[config.mk]
export PLATFORM = sky130hd
export DESIGN_NAME = optmon_cfg_target
export DESIGN_NICKNAME = d
export VERILOG_FILES = /design/src/rtl/optmon_cfg_pkg.sv /design/src/rtl/optmon_line_filter.sv /design/src/rtl/optmon_cfg_regs.sv /design/src/rtl/optmon_i2c_engine.sv /design/src/rtl/optmon_cfg_target.sv
export SDC_FILE = /design/constraint.sdc
export NUM_CORES = 1
export LEC_CHECK = 0
export ABC_AREA = 1
export BUFFER_PORTS_ARGS = -buffer_cell sky130_fd_sc_hd__buf_2
export CORE_ASPECT_RATIO = 0.5
export CORE_MARGIN = 2
export CORE_UTILIZATION = 57
export DETAILED_ROUTE_END_ITERATION = 10
export GPL_TIMING_DRIVEN = 0
export PLACE_DENSITY = 0.91
export RECOVER_POWER = 25
export SLEW_MARGIN = 20
export SYNTH_ARGS = -nofsm -noshare
export SYNTH_HDL_FRONTEND = slang
export SYNTH_HIERARCHICAL = 1
export SYNTH_SLANG_ARGS = --single-unit
[constraint.sdc]
create_clock -name clk -period 3.7 [get_ports clk]
set_input_delay 0.185 -clock clk [delete_from_list [all_inputs] [get_ports clk]]
set_output_delay 0.185 -clock clk [all_outputs]
set_load 0.02 [all_outputs]
[src/rtl/optmon_cfg_pkg.sv]
// Package: register map rules and shared types for the optical monitor
// configuration target. Assumes a map of at least 32 byte addresses.
package optmon_cfg_pkg;

    localparam int CTRL_ADDR    = 16;   // control byte
    localparam int DEGLITCH_BIT = 6;    // 1 = bypass bus-line filter

    typedef enum logic [2:0] {
        K_RSVD, K_ID, K_RW, K_TAIL, K_TIA
    } reg_kind_t;

    typedef enum logic [2:0] {
        PH_IDLE, PH_DEV, PH_PTR, PH_WDAT, PH_RDAT
    } phase_t;

    // Classify an address
    function automatic reg_kind_t kind_of(input int a);
        case (a)
            0, 1:                                   kind_of = K_ID;
            16, 17, 18, 19, 20, 21, 22, 23, 24, 25: kind_of = K_RW;
            26, 27, 30:                             kind_of = K_TAIL;
            28:                                     kind_of = K_TIA;
            default:                                kind_of = K_RSVD;
        endcase
    endfunction

    // Power-on value of an address
    function automatic logic [7:0] reset_of(input int a);
        case (a)
            0:                       reset_of = 8'h27;
            1:                       reset_of = 8'hE0;
            17, 20, 23:              reset_of = 8'hFF;
            18, 19, 21, 22, 24, 25:  reset_of = 8'h7F;
            default:                 reset_of = 8'h00;
        endcase
    endfunction

    // Whether a bus write may change an address
    function automatic bit writable(input int a);
        writable = (kind_of(a) == K_RW) || (kind_of(a) == K_TAIL) ||
                   (kind_of(a) == K_TIA);
    endfunction

    // Value stored for a written byte, applying per-kind side effects
    function automatic logic [7:0] shape_write(input int a, input logic [7:0] d);
        case (kind_of(a))
            K_TAIL:  shape_write = d[7] ? {d[7:4], 1'b0, d[2:0]} : 8'h00;
            K_TIA:   shape_write = {4'h0, d[3:0]};
            default: shape_write = d;
        endcase
    endfunction

endpackage

[src/rtl/optmon_line_filter.sv]
// Module: two-flop synchronizer plus persistence filter for one bus line.
// The filtered output follows the input only after FILT_CYC consecutive
// cycles of a new value; bypass selects the synchronized line directly.
// Assumes FILT_CYC >= 1. Idle level of the line is 1.
module optmon_line_filter #(
    parameter int FILT_CYC = 3
) (
    input  logic clk,
    input  logic rst_n,
    input  logic bypass,
    input  logic raw,
    output logic clean
);
    localparam int CW = $clog2(FILT_CYC + 1);

    logic [1:0]    sync_q;
    logic          filt_q;
    logic [CW-1:0] cnt_q;

    // Bring the asynchronous line into the clock domain
    always_ff @(posedge clk) begin
        if (!rst_n) sync_q <= 2'b11;
        else        sync_q <= {sync_q[0], raw};
    end

    // Accept a new level only after it has persisted for FILT_CYC cycles
    always_ff @(posedge clk) begin
        if (!rst_n) begin
            filt_q <= 1'b1;
            cnt_q  <= '0;
        end else if (sync_q[1] != filt_q) begin
            if (cnt_q == CW'(FILT_CYC - 1)) begin
                filt_q <= sync_q[1];
                cnt_q  <= '0;
            end else begin
                cnt_q <= cnt_q + 1'b1;
            end
        end else begin
            cnt_q <= '0;
        end
    end

    assign clean = bypass ? sync_q[1] : filt_q;
endmodule

[src/rtl/optmon_cfg_regs.sv]
// Module: configuration register file. One byte per address, each with its
// own reset value; only writable kinds accept wr_en. Reads beyond NREG
// return 00h. Assumes NREG is a power of two between 32 and 128.
module optmon_cfg_regs
    import optmon_cfg_pkg::*;
#(
    parameter int NREG = 32
) (
    input  logic              clk,
    input  logic              rst_n,
    input  logic              wr_en,
    input  logic [7:0]        wr_addr,
    input  logic [7:0]        wr_data,
    input  logic [7:0]        rd_addr,
    output logic [7:0]        rd_data,
    output logic [NREG*8-1:0] image
);
    localparam int IDX_W = $clog2(NREG);

    logic [7:0] regs [NREG];

    for (genvar g = 0; g < NREG; g++) begin : g_reg
        if (writable(g)) begin : g_rw
            // Hold one writable byte with its reset value
            always_ff @(posedge clk) begin
                if (!rst_n)                           regs[g] <= reset_of(g);
                else if (wr_en && wr_addr == 8'(g))   regs[g] <= shape_write(g, wr_data);
            end
        end else begin : g_ro
            assign regs[g] = reset_of(g);
        end
        assign image[g*8 +: 8] = regs[g];
    end

    // Return the addressed byte, 00h outside the map
    always_comb begin
        if (rd_addr < 8'(NREG)) rd_data = regs[rd_addr[IDX_W-1:0]];
        else                    rd_data = 8'h00;
    end
endmodule

[src/rtl/optmon_i2c_engine.sv]
// Module: byte-level two-wire target state machine. Works on filtered,
// synchronized line copies; detects start/stop and clock edges from one
// registered copy. Acknowledges the matching address, pointer and data
// bytes; drives read data MSB first and steps the pointer per byte.
module optmon_i2c_engine
    import optmon_cfg_pkg::*;
(
    input  logic       clk,
    input  logic       rst_n,
    input  logic       scl,
    input  logic       sda,
    input  logic       strap,
    input  logic [7:0] rd_data,
    output logic [7:0] ptr,
    output logic       wr_en,
    output logic [7:0] wr_addr,
    output logic [7:0] wr_data,
    output logic       sda_oe
);
    phase_t     phase;
    logic       scl_q, sda_q;
    logic [3:0] bitcnt;
    logic [7:0] rx_sh, tx_sh;
    logic       in_ack, ack_oe, tx_en, load_pend, rw, m_ack;

    wire scl_rise = scl & ~scl_q;
    wire scl_fall = ~scl & scl_q;
    wire start_ev = scl & scl_q & sda_q & ~sda;
    wire stop_ev  = scl & scl_q & ~sda_q & sda;
    wire rx_phase = (phase == PH_DEV) || (phase == PH_PTR) || (phase == PH_WDAT);

    // Keep previous line levels for edge and condition detection
    always_ff @(posedge clk) begin
        if (!rst_n) begin
            scl_q <= 1'b1;
            sda_q <= 1'b1;
        end else begin
            scl_q <= scl;
            sda_q <= sda;
        end
    end

    // Sequence the transaction: receive, acknowledge, transmit
    always_ff @(posedge clk) begin
        if (!rst_n) begin
            phase <= PH_IDLE;  bitcnt <= '0;  rx_sh <= '0;  tx_sh <= '0;
            in_ack <= 1'b0;    ack_oe <= 1'b0; tx_en <= 1'b0; load_pend <= 1'b0;
            rw <= 1'b0;        m_ack <= 1'b0;  ptr <= '0;
            wr_en <= 1'b0;     wr_addr <= '0;  wr_data <= '0;
        end else begin
            wr_en <= 1'b0;
            if (start_ev) begin
                phase <= PH_DEV;  bitcnt <= '0;  in_ack <= 1'b0;
                ack_oe <= 1'b0;   tx_en <= 1'b0; load_pend <= 1'b0;
            end else if (stop_ev) begin
                phase <= PH_IDLE; in_ack <= 1'b0; ack_oe <= 1'b0;
                tx_en <= 1'b0;    load_pend <= 1'b0;
            end else begin
                if (load_pend) begin
                    tx_sh     <= rd_data;
                    tx_en     <= 1'b1;
                    load_pend <= 1'b0;
                end
                if (scl_rise) begin
                    if (rx_phase && !in_ack && bitcnt < 4'd8) begin
                        rx_sh  <= {rx_sh[6:0], sda};
                        bitcnt <= bitcnt + 4'd1;
                    end else if (phase == PH_RDAT) begin
                        if (bitcnt < 4'd8) bitcnt <= bitcnt + 4'd1;
                        else if (bitcnt == 4'd8) begin
                            m_ack  <= ~sda;
                            bitcnt <= 4'd9;
                        end
                    end
                end
                if (scl_fall) begin
                    if (rx_phase && in_ack) begin
                        in_ack <= 1'b0;
                        ack_oe <= 1'b0;
                        bitcnt <= '0;
                        if (phase == PH_DEV) begin
                            if (rw) begin
                                phase     <= PH_RDAT;
                                load_pend <= 1'b1;
                            end else begin
                                phase <= PH_PTR;
                            end
                        end else begin
                            phase <= PH_WDAT;
                        end
                    end else if (rx_phase && bitcnt == 4'd8) begin
                        if (phase == PH_DEV) begin
                            if (rx_sh[7:1] == {6'b001110, strap}) begin
                                in_ack <= 1'b1;
                                ack_oe <= 1'b1;
                                rw     <= rx_sh[0];
                            end else begin
                                phase <= PH_IDLE;
                            end
                        end else begin
                            in_ack <= 1'b1;
                            ack_oe <= 1'b1;
                            if (phase == PH_PTR) begin
                                ptr <= rx_sh;
                            end else begin
                                wr_en   <= 1'b1;
                                wr_addr <= ptr;
                                wr_data <= rx_sh;
                                ptr     <= ptr + 8'd1;
                            end
                        end
                    end else if (phase == PH_RDAT) begin
                        if (bitcnt >= 4'd1 && bitcnt <= 4'd7) begin
                            tx_sh <= {tx_sh[6:0], 1'b0};
                        end else if (bitcnt == 4'd8) begin
                            tx_en <= 1'b0;
                        end else if (bitcnt == 4'd9) begin
                            if (m_ack) begin
                                ptr       <= ptr + 8'd1;
                                load_pend <= 1'b1;
                                bitcnt    <= '0;
                            end else begin
                                phase <= PH_IDLE;
                            end
                        end
                    end
                end
            end
        end
    end

    assign sda_oe = ack_oe | (tx_en & ~tx_sh[7]);
endmodule

[src/rtl/optmon_cfg_target.sv]
// Module: top of the optical monitor configuration target. Filters both
// bus lines (bypassable from the control byte), runs the byte engine and
// holds the register file. Assumes clk is at least ~20x the bus clock.
module optmon_cfg_target
    import optmon_cfg_pkg::*;
#(
    parameter int FILT_CYC = 3,
    parameter int NREG     = 32
) (
    input  logic              clk,
    input  logic              rst_n,
    input  logic              scl_i,
    input  logic              sda_i,
    input  logic              addr_strap,
    output logic              sda_oe,
    output logic [NREG*8-1:0] cfg_image
);
    logic [1:0] raw_lines, clean_lines;
    logic       bypass;
    logic [7:0] ptr, rd_data, eng_wr_addr, eng_wr_data;
    logic       eng_wr_en;

    assign raw_lines = {sda_i, scl_i};
    assign bypass    = cfg_image[CTRL_ADDR*8 + DEGLITCH_BIT];

    for (genvar l = 0; l < 2; l++) begin : g_line
        optmon_line_filter #(.FILT_CYC(FILT_CYC)) u_filt (
            .clk    (clk),
            .rst_n  (rst_n),
            .bypass (bypass),
            .raw    (raw_lines[l]),
            .clean  (clean_lines[l])
        );
    end

    optmon_i2c_engine u_eng (
        .clk     (clk),
        .rst_n   (rst_n),
        .scl     (clean_lines[0]),
        .sda     (clean_lines[1]),
        .strap   (addr_strap),
        .rd_data (rd_data),
        .ptr     (ptr),
        .wr_en   (eng_wr_en),
        .wr_addr (eng_wr_addr),
        .wr_data (eng_wr_data),
        .sda_oe  (sda_oe)
    );

    optmon_cfg_regs #(.NREG(NREG)) u_regs (
        .clk     (clk),
        .rst_n   (rst_n),
        .wr_en   (eng_wr_en),
        .wr_addr (eng_wr_addr),
        .wr_data (eng_wr_data),
        .rd_addr (ptr),
        .rd_data (rd_data),
        .image   (cfg_image)
    );
endmodule

==> results of run 1 <==
-- cells by family (layout without fill, tap and decap cells) --
family / after synthesis / after routing / synth area share (%)
AO/OA/AOI/OAI: 273 / 273 / 17.3
XOR/XNOR: 5 / 5 / 0.483
adder cells (fa/ha/maj): 6 / 6 / 0.828
buffers and inverters: 311 / 454 / 19.6
flip-flops: 170 / 170 / 37.5
other: 2 / 151 / 0.0828
AND/OR/NAND/NOR: 488 / 488 / 24.2
-- sequential cells by signal, summed over array words and instances, names as in the netlist --
register and cells:
u_eng/sda_q 1, u_eng/tx_sh 8, g_line.u_filt/sync_q 4, u_eng/load_pend 1, u_eng/m_ack 1, u_eng/wr_data 8
u_eng/wr_addr 8, g_line.u_filt/cnt_q 4, u_eng/ptr 8, u_eng/tx_en 1, u_eng/rx_sh 8, u_eng/rw 1
u_eng/scl_q 1, u_eng/wr_en 1, u_regs/image 105, u_eng/ack_oe 1, u_eng/phase 3, u_eng/bitcnt 4
g_line.u_filt/filt_q 2
-- repair_timing --
action,4_1_cts,5_1_grt
gates resized for setup,0,0
endpoints found under the hold margin,2,0
hold buffers,2,0
setup buffers,0,0
-- worst max-delay path, cell delays in order (launching register included) --
cell     delay [ns]
dfxtp_1        0.51
buf_2          0.32
buf_1          0.59
nor2_1         0.07
o21ai_0        0.30
a21oi_1        0.11
nor3_1         0.42
nand2_1        0.11
a21oi_1        0.14
o21ai_0        0.09
a21oi_1        0.12
-- placed cells by master (no fill, tap or decap), types with 3 or more instances in the layout --
cell type / synthesis / layout
nand2_1: 232 / 232
dfxtp_1: 170 / 170
buf_4: 153 / 153
conb_1: 2 / 151
nor2_1: 119 / 119
o21ai_0: 97 / 97
inv_1: 91 / 91
a21oi_1: 91 / 91
clkbuf_1: 29 / 87
nand3_1: 70 / 72
buf_2: 16 / 68
o211ai_1: 66 / 66
clkbuf_16: 0 / 17
nor3_1: 16 / 16
nor2_2: 12 / 12
nor3_2: 10 / 10
inv_2: 8 / 8
clkinv_1: 8 / 8
ha_1: 6 / 6
a211oi_1: 6 / 6
clkinv_4: 0 / 5
or2_2: 5 / 5
nand2_2: 5 / 5
o22ai_1: 5 / 5
inv_6: 0 / 4
nor2_4: 4 / 4
nor3_4: 4 / 4
buf_1: 4 / 4
a31oi_1: 4 / 4
xnor2_1: 3 / 3
-- Yosys cell counts --
master | count | area, um2
nand2_1 | 232 | 871
dfxtp_1 | 170 | 3400
buf_4 | 153 | 1150
nor2_1 | 119 | 447
o21ai_0 | 97 | 485
a21oi_1 | 91 | 455
inv_1 | 91 | 342
nand3_1 | 70 | 350
o211ai_1 | 66 | 495
clkbuf_1 | 29 | 109
buf_2 | 16 | 80.1
nor3_1 | 16 | 80.1
nor2_2 | 12 | 75.1
nor3_2 | 10 | 100
clkinv_1 | 8 | 30.0
inv_2 | 8 | 30.0
a211oi_1 | 6 | 45.0
ha_1 | 6 | 75.1
nand2_2 | 5 | 31.3
o22ai_1 | 5 | 31.3
or2_2 | 5 | 31.3
a31oi_1 | 4 | 25.0
buf_1 | 4 | 15.0
nor2_4 | 4 | 45.0
nor3_4 | 4 | 65.1
nand3_2 | 3 | 30.0
xnor2_1 | 3 | 26.3
buf_6 | 2 | 22.5
conb_1 | 2 | 7.51
nand2_4 | 2 | 22.5
nand4_1 | 2 | 12.5
nor3b_1 | 2 | 15.0
o21a_1 | 2 | 15.0
xor2_1 | 2 | 17.5
nand3b_1 | 1 | 7.51
nand4_2 | 1 | 12.5
o211a_1 | 1 | 10.0
o21ai_1 | 1 | 5.00
-- cell type report --
| type | instances | area (um2) | area share [%] |
|---|---|---|---|
| Multi-Input combinational cell | 923 | 4440 | 40.5 |
| Sequential cell | 170 | 3400 | 31.0 |
| Buffer | 204 | 1380 | 12.5 |
| Timing Repair Buffer | 112 | 498 | 4.54 |
| Clock buffer | 18 | 439 | 4.00 |
| Inverter | 107 | 402 | 3.66 |
| Tap cell | 204 | 255 | 2.33 |
| Clock inverter | 13 | 158 | 1.44 |
-- worst max-delay path by stage --
| stage | start | slack [ns] | endpoint | cells past startpoint |
|---|---|---|---|---|
| 3_3_place_gp | u_eng/ptr[0] | 1.07 | u_eng/tx_sh[3] | 12 |
| 4_1_cts | u_eng/ptr[0] | 1.02 | u_eng/tx_sh[4] | 10 |
| 3_5_place_dp | u_eng/ptr[0] | 1.07 | u_eng/tx_sh[4] | 10 |
| 6_report | u_eng/ptr[0] | 0.83 | u_eng/tx_sh[4] | 10 |
| 2_1_floorplan | u_regs/image[134] | 1.87 | u_eng/wr_addr[2] | 10 |
| 5_1_grt | u_eng/ptr[0] | 0.77 | u_eng/tx_sh[4] | 10 |
-- metal layers --
metal	share of wire [%]	track usage, %	vias to the layer above
met5	0	0	-
met4	3.0	12.6	0
met3	11	7.87	90
met2	47	56.5	590
met1	39	41.9	4221
li1	-	-	4387
-- power by group --
group	total [mW]	leakage [nW]	switching (mW)	internal, mW
Combinational	0.331	3.84	0.210	0.122
Clock	1.82	0.290	0.790	1.03
Sequential	1.83	1.37	0.00154	1.83
-- metrics by stage --
stage          area, um2  total power [mW]
6_report           11000              3.98
5_1_grt            11000              4.10
4_1_cts            11100              3.97
3_5_place_dp       10400              2.19
3_3_place_gp       10400              2.19
2_1_floorplan       9630              2.17
==> impl_results.md, run 1 <==
* Outcome: complete, no violations
* Port Buffers at 110
* Global route total overflow at 0
* Setup WS pre-CTS at 1.07 ns
* HP Start: rst_n
* RR Endpoint: u_eng/tx_sh[4]
* RSZ-0062 raised after global routing: false
* Via-to-Cell Ratio at 5.30
* Hold WS at 0.147 ns
* Antenna viol nets, final at 0
* Hold Path Stages at 3
* Final core occ at 70.8%
* Initial DRC Count at 1131
* Worst min path class: input pin to flop
* Yosys reg bits at 170
* Fmax at 0.349 GHz
* Number of buffers created by CTS at 17
* Pre-antenna DRT Iters at 6
* GR Util All Layers at 33.4%
* GP Congestion at 0.988
* Row count at 32
* Post-route insts no fill at 1751
* Chip height at 93.2 um
* Via count at 9288
* Largest net degree at the start of global routing at 17
* Drt wl/cell at 16.7 um
* Skew final at 0.0110 ns
* Core ar. at 0.0155 mm2
* Synth Warn # at 6
* Leak Pwr at 5.50 nW
* Reg-to-Reg Start: u_eng/ptr[0]
* Final worst-path setup slack at 0.832 ns
* Setup slack, reg-to-reg at 0.83 ns
* Hold Vio Cnt, Final at 0
* First-pass GRT wire length at 44200 um
* Nets at 1546
* Critical path class: flop to flop
* TritonCTS clock tree: built
* Share of the yosys chip area belonging to registers at 37.5%
* Starting Density at 58.5%
* WL final at 29200 um
* Syn Inst Count at 1255
* Fillers at 1310
* Synthesized area at 0.00907 mm2
* CTS max path bufs at 2
* Antenna diodes at 0
* Fin crit share at 77.5%
* Max Cap Viol at 0
* Syn_area_per_cell at 7.23 um2
* Clock Latency Late Sink at 0.43 ns
* Critical path endpoint category: flop
* Root buf cell: clkbuf_16
* Area Overhead vs Synth at 20.9%
* Boundary Pins at 262
* Critical path peak fanout at 10
* Unique masters post-synth at 38
* Final slew viol count at 0
* H-tree level count at 4
* Die Wd at 182 um
* Minimum clock period at 2.87 ns
* Slew Limit Headroom at 42.2%
* CTS clk-pin slew, worst paths at 0.07 ns
* Nature of the critical path startpoint: flop
* Detailed placement HPWL at 21700 um
* CP required at 4.05 ns
* Worst-margin pin slew at 0.860 ns
* Crit path arrival time at 3.22 ns
* Count of final setup violators at 0
* Area of the die at 0.0170 mm2
* Pwr/cell area at 363 mW/mm2
* Clk sink count at 170
* Placed insts at 1718
* Initial antenna violation count at 0
* Worst min-delay path endpoint: u_eng/rx_sh[7]
* Max VDD drop at 0.000296 V
* Vias in the first global route at 8405
* Setup TNS at 0 ns
* Worst R2R Path Depth at 10
* Fraction of layout cells with a size suffix above 1 at 19.8%
* Remaining DRCs at 0
(Power assumes the default switching activity.)
==> inputs of run 2 (changes only) <==
Settings changed: CORE_UTILIZATION 57 to 53, PLACE_DENSITY 0.91 to 0.85.
Clock period 3.7 ns to 3 ns, I/O delays scaled along.
==> impl_results.md, run 2 (same netlist as run 1, synthesis figures left out) <==
* Pre-antenna DRT Iters at 6
* Slowest cell delay on critical path at 0.49 ns
* Worst min path class: input pin to flop
* Chip height at 96.5 um
* Largest net degree at the start of global routing at 17
* Max Cap Viol at 0
* Boundary Pins at 262
* Drt wl/cell at 16.3 um
* Antenna viol nets, final at 0
* Root buf cell: clkbuf_16
* Clk sink count at 170
* Area Overhead vs Synth at 21.1%
* Area of the die at 0.0182 mm2
* CTS clk-pin slew, worst paths at 0.07 ns
* GP Congestion at 0.988
* CTS max path bufs at 2
* Count of final setup violators at 0
* Die Wd at 189 um
* First-pass GRT wire length at 43700 um
* Worst-margin pin slew at 0.765 ns
* Global route total overflow at 0
* TritonCTS clock tree: built
* Slew Limit Headroom at 48.6%
* Skew final at 0.0119 ns
* Nature of the critical path startpoint: flop
* Core ar. at 0.0166 mm2
* Port Buffers at 110
* Critical path endpoint category: flop
* Commonest non-fill, non-tap cell in the layout: nand2_1
* Commonest non-fill, non-tap cells in the layout: 232 x nand2_1, 170 x dfxtp_1, 153 x buf_4
* Minimum clock period at 2.77 ns
* Initial antenna violation count at 0
* Hold WS at 0.0962 ns
* Clock Latency Late Sink at 0.42 ns
* Design Power at 4.87 mW
* Max VDD drop at 0.000348 V
* Remaining DRCs at 0
* CP required at 3.35 ns
* Starting Density at 54.8%
* Final Cell Area at 0.0110 mm2
* Fin crit share at 92.4%
* RSZ-0062 raised after global routing: false
* Via-to-Cell Ratio at 5.19
* WL final at 28900 um
* GR Util All Layers at 30.9%
* Fmax at 0.361 GHz
* Final slew viol count at 0
* Critical Path Slowest Stage Cell: clkbuf_1
* Max FFs per register at 105
* Number of buffers created by CTS at 17
* Crit path arrival time at 3.12 ns
* Leak Pwr at 5.49 nW
* Hold Vio Cnt, Final at 0
* Fraction of layout cells with a size suffix above 1 at 19.8%
* Antenna diodes at 0
* Worst-path cell chain: buf_2 -> clkbuf_1 -> o21ai_0 -> o22ai_1 -> nand2_1 -> nand3_1 -> nand3_1 -> inv_1 -> nand2_1 -> a21oi_1 -> o21ai_0 -> a21oi_1
* Vias in the first global route at 8292
* Critical path peak fanout at 10
* Detailed placement HPWL at 21800 um
* Initial DRC Count at 1065
* Pwr/cell area at 443 mW/mm2
* Via count at 9214
* Row count at 33
* H-tree level count at 4
* Outcome: complete, no violations
* Fillers at 1492
* Setup TNS at 0 ns
* Nets at 1546
* Critical path class: flop to flop
* Dpl cell area at 0.0105 mm2
## run 2: stage by stage
step | utilization (%) | instances | worst slack [ns]
2_1_floorplan | - | 1404 | 1.17
4_1_cts | 66.8 | 1775 | 0.411
6_report | 66.3 | 1775 | 0.229
3_3_place_gp | 63.2 | 1741 | 0.493
3_5_place_dp | 63.2 | 1741 | 0.424
5_1_grt | 66.3 | 1775 | 0.111
## run 2: final timing paths
kind                                                start                         to  slack (ns)  cells after the start
worst min register to register  g_line[1].u_filt/cnt_q[0]  g_line[1].u_filt/cnt_q[0]        0.41                      1
worst max-delay path                         u_eng/ptr[1]             u_eng/tx_sh[3]        0.23                     12
worst max register to register               u_eng/ptr[1]             u_eng/tx_sh[3]        0.23                     12
worst min-delay path                                rst_n             u_eng/rx_sh[7]         0.1                      3
## run 2: final cells by class
class	instances	area [um2]	area share [%]
sequential	170	3400	31.0
tap	227	284	2.59
buffer	204	1380	12.5
inverter	107	402	3.66
clock buffer	19	453	4.12
multi-input combinational	923	4440	40.4
clock inverter	13	131	1.20
timing repair buffer	112	498	4.53
## run 2: repair_timing
| action | 4_1_cts | 5_1_grt |
|---|---|---|
| endpoints found under the hold margin | 2 | 0 |
| hold buffers | 2 | 0 |
| setup endpoints to repair | 0 | 0 |
| resized for setup | 0 | 0 |
| setup buffers | 0 | 0 |
## run 2: critical path, delay by kind of cell (launching register included)
kind / cells / cell delay [ns]
flops: 1 / 0.46
buf+inv: 3 / 0.91
simple gates: 4 / 0.44
compound gates: 5 / 0.88
## run 2: where the power goes
group	switching (mW)	total, mW	internal (mW)
registers	0.00199	2.26	2.26
logic	0.257	0.407	0.150
clock network	0.986	2.20	1.21
total	1.25	4.87	3.62
## run 2: routing by layer
metal / GRT usage, % / wire, um
met4: 11.4 / 780
met3: 6.50 / 3100
met2: 53.7 / 13600
met1: 38.6 / 11400
met5: 0 / 0
==> inputs of run 3 (changes only) <==
Settings changed: CORE_UTILIZATION 53 to 30, PLACE_DENSITY 0.85 to 0.55, SETUP_SLACK_MARGIN set to 0.5.
==> impl_results.md, run 3 (same netlist as run 1, synthesis figures left out) <==
* Outcome: complete, no violations
* Hold Vio Cnt, Final at 0
* H-tree level count at 4
* Max Cap Viol at 0
* Commonest non-fill, non-tap cells in the layout: 232 x nand2_1, 169 x dfxtp_1, 153 x buf_4
* Psw at 1.20 mW
* Pre-antenna DRT Iters at 5
* Final worst-path setup slack at 0.601 ns
* Fraction of layout cells with a size suffix above 1 at 20.7%
* Critical path class: flop to flop
* Critical path peak fanout at 10
* Critical path endpoint category: flop
* Vias in the first global route at 7701
* CP top delay family: simple AND/OR/NAND/NOR gates
* Count of final setup violators at 0
* CTS clk-pin slew, worst paths at 0.06 ns
* Nets at 1546
* WP depth at 12
* Antenna diodes at 0
* RSZ-0062 raised after global routing: true
* Slew Limit Headroom at 43.1%
* Setup WS pre-CTS at 0.337 ns
* Starting Density at 30.9%
* Clock Latency Late Sink at 0.45 ns
* Minimum clock period at 2.40 ns
* First-pass GRT wire length at 44700 um
* TritonCTS clock tree: built
* Via-to-Cell Ratio at 4.53
* WL final at 30200 um
* Root buf cell: clkbuf_16
* Clock power share at 46.1%
* Buffer and inverter count on the worst path at 2
* Internal at 3.74 mW
* Row count at 44
* Setup crit end: u_eng/tx_sh[4]
* Area Overhead vs Synth at 23.9%
* GR Util All Layers at 18.5%
* Worst-path cell chain: buf_2 -> buf_2 -> nand2_1 -> nand3_1 -> nand2_1 -> a21oi_1 -> nor2_1 -> nor3_2 -> nand2_1 -> a21oi_1 -> o21ai_0 -> a21oi_1
* Sequential share of power at 45.8%
* Gate power share at 8.1%
* RR Endpoint: u_eng/tx_sh[4]
* Crit path arrival time at 2.77 ns
* Chip height at 127 um
* Number of buffers created by CTS at 17
* Max FFs per register at 105
* Commonest non-fill, non-tap cell in the layout: nand2_1
* GP Congestion at 0.908
* Pwr/cell area at 440 mW/mm2
* Max VDD drop at 0.000288 V
* Final slew viol count at 0
* Reg-to-Reg Start: u_eng/ptr[0]
* Fin crit share at 80.0%
* Critical Path Source: u_eng/ptr[0]
* Die Wd at 250 um
* Via count at 8771
* Core ar. at 0.0293 mm2
* Worst min path class: input pin to flop
* Slowest cell delay on critical path at 0.45 ns
* Setup slack, reg-to-reg at 0.60 ns
* Worst-margin pin slew at 0.854 ns
* CP required at 3.37 ns
* Drt wl/cell at 15.6 um
* Leak Pwr at 5.53 nW
* Post-CTS Setup Bufs at 0
* Worst R2R Path Depth at 12
* Nature of the critical path startpoint: flop
* Skew final at 0.0104 ns
* Area of the die at 0.0317 mm2
* Initial DRC Count at 821
* Detailed placement HPWL at 22700 um
* Switching Fraction at 24.4%
* Largest net degree at the start of global routing at 17
* Remaining DRCs at 0
* Clk sink count at 170
* Initial antenna violation count at 0
* Port Buffers at 110
* Antenna viol nets, final at 0
* Global route total overflow at 0
* CTS max path bufs at 2
* Critical Path Slowest Stage Cell: dfxtp_2
* Setup TNS at 0 ns
* Boundary Pins at 262
* Fmax at 0.417 GHz
==> run 3: changes by cell type in the layout (fill, tap and decap cells not counted), moves of 3 or more <==
cell / delta
inv_6: -3
clkbuf_2: +7
buf_1: -3
clkinvlp_4: +3
clkbuf_4: +3
clkbuf_1: -5
==> run 3: metrics by stage <==
step	utilization [%]	cell area [um2]	hold slack, ns	power [mW]	cells
global placement	36.4	10700	0.337	2.70	1905
CTS	38.5	11300	0.0860	4.99	1938
finish	38.3	11200	0.103	4.94	1938
floorplan	-	9630	0.257	2.68	1404
detailed placement	36.4	10700	0.339	2.70	1905
global route	38.3	11200	0.135	5.09	1938
==> run 3: repair_timing <==
| item | 4_1_cts | 5_1_grt |
|---|---|---|
| endpoints found under the setup margin | 5 | 7 |
| endpoints found under the hold margin | 2 | 0 |
| pin swaps | 0 | 0 |
| gates resized for setup | 6 | 20 |
| hold buffers | 2 | 0 |
==> run 3: how the worst min path moves through the flow <==
| stage | depth (start not counted) | end | from |
|---|---|---|---|
| floorplan | 1 | g_line[0].u_filt/sync_q[0] | scl_i |
| global placement | 2 | g_line[0].u_filt/sync_q[0] | scl_i |
| detailed placement | 2 | g_line[1].u_filt/sync_q[0] | sda_i |
| CTS | 3 | u_eng/rx_sh[7] | rst_n |
| global route | 3 | u_eng/rx_sh[7] | rst_n |
| finish | 3 | u_eng/rx_sh[7] | rst_n |
==> run 3: layer usage <==
metal  track usage (%)  part of all wire (%)  up-vias
li1                  -                     -     4402
met1              24.3                    44     3978
met2              29.5                    46      343
met3              4.12                   7.1       48
met4              8.11                   3.0        0
met5                 0                     0        -
==> run 3: power by group through the flow <==
stage / combinational [mW] / sequential, mW / clock, mW
floorplan: 0.363 / 2.31 / 0
global placement: 0.389 / 2.31 / 0
detailed placement: 0.389 / 2.31 / 0
CTS: 0.391 / 2.26 / 2.34
global route: 0.427 / 2.26 / 2.41
finish: 0.402 / 2.26 / 2.28
==> run 3: worst min-delay path, cell delays in order <==
cell	delay, ns
buf_2	0.19
o21ai_0	0.11
a21oi_1	0.05
==> run 3: cell type report <==
| type | count | area (um2) |
|---|---|---|
| timing repair buffer | 112 | 498 |
| multi-input combinational | 923 | 4450 |
| inverter | 107 | 405 |
| tap | 391 | 489 |
| fill | 3234 | 18100 |
| buffer | 204 | 1400 |
| clock inverter | 11 | 145 |
| clock buffer | 20 | 447 |
| sequential | 170 | 3400 |
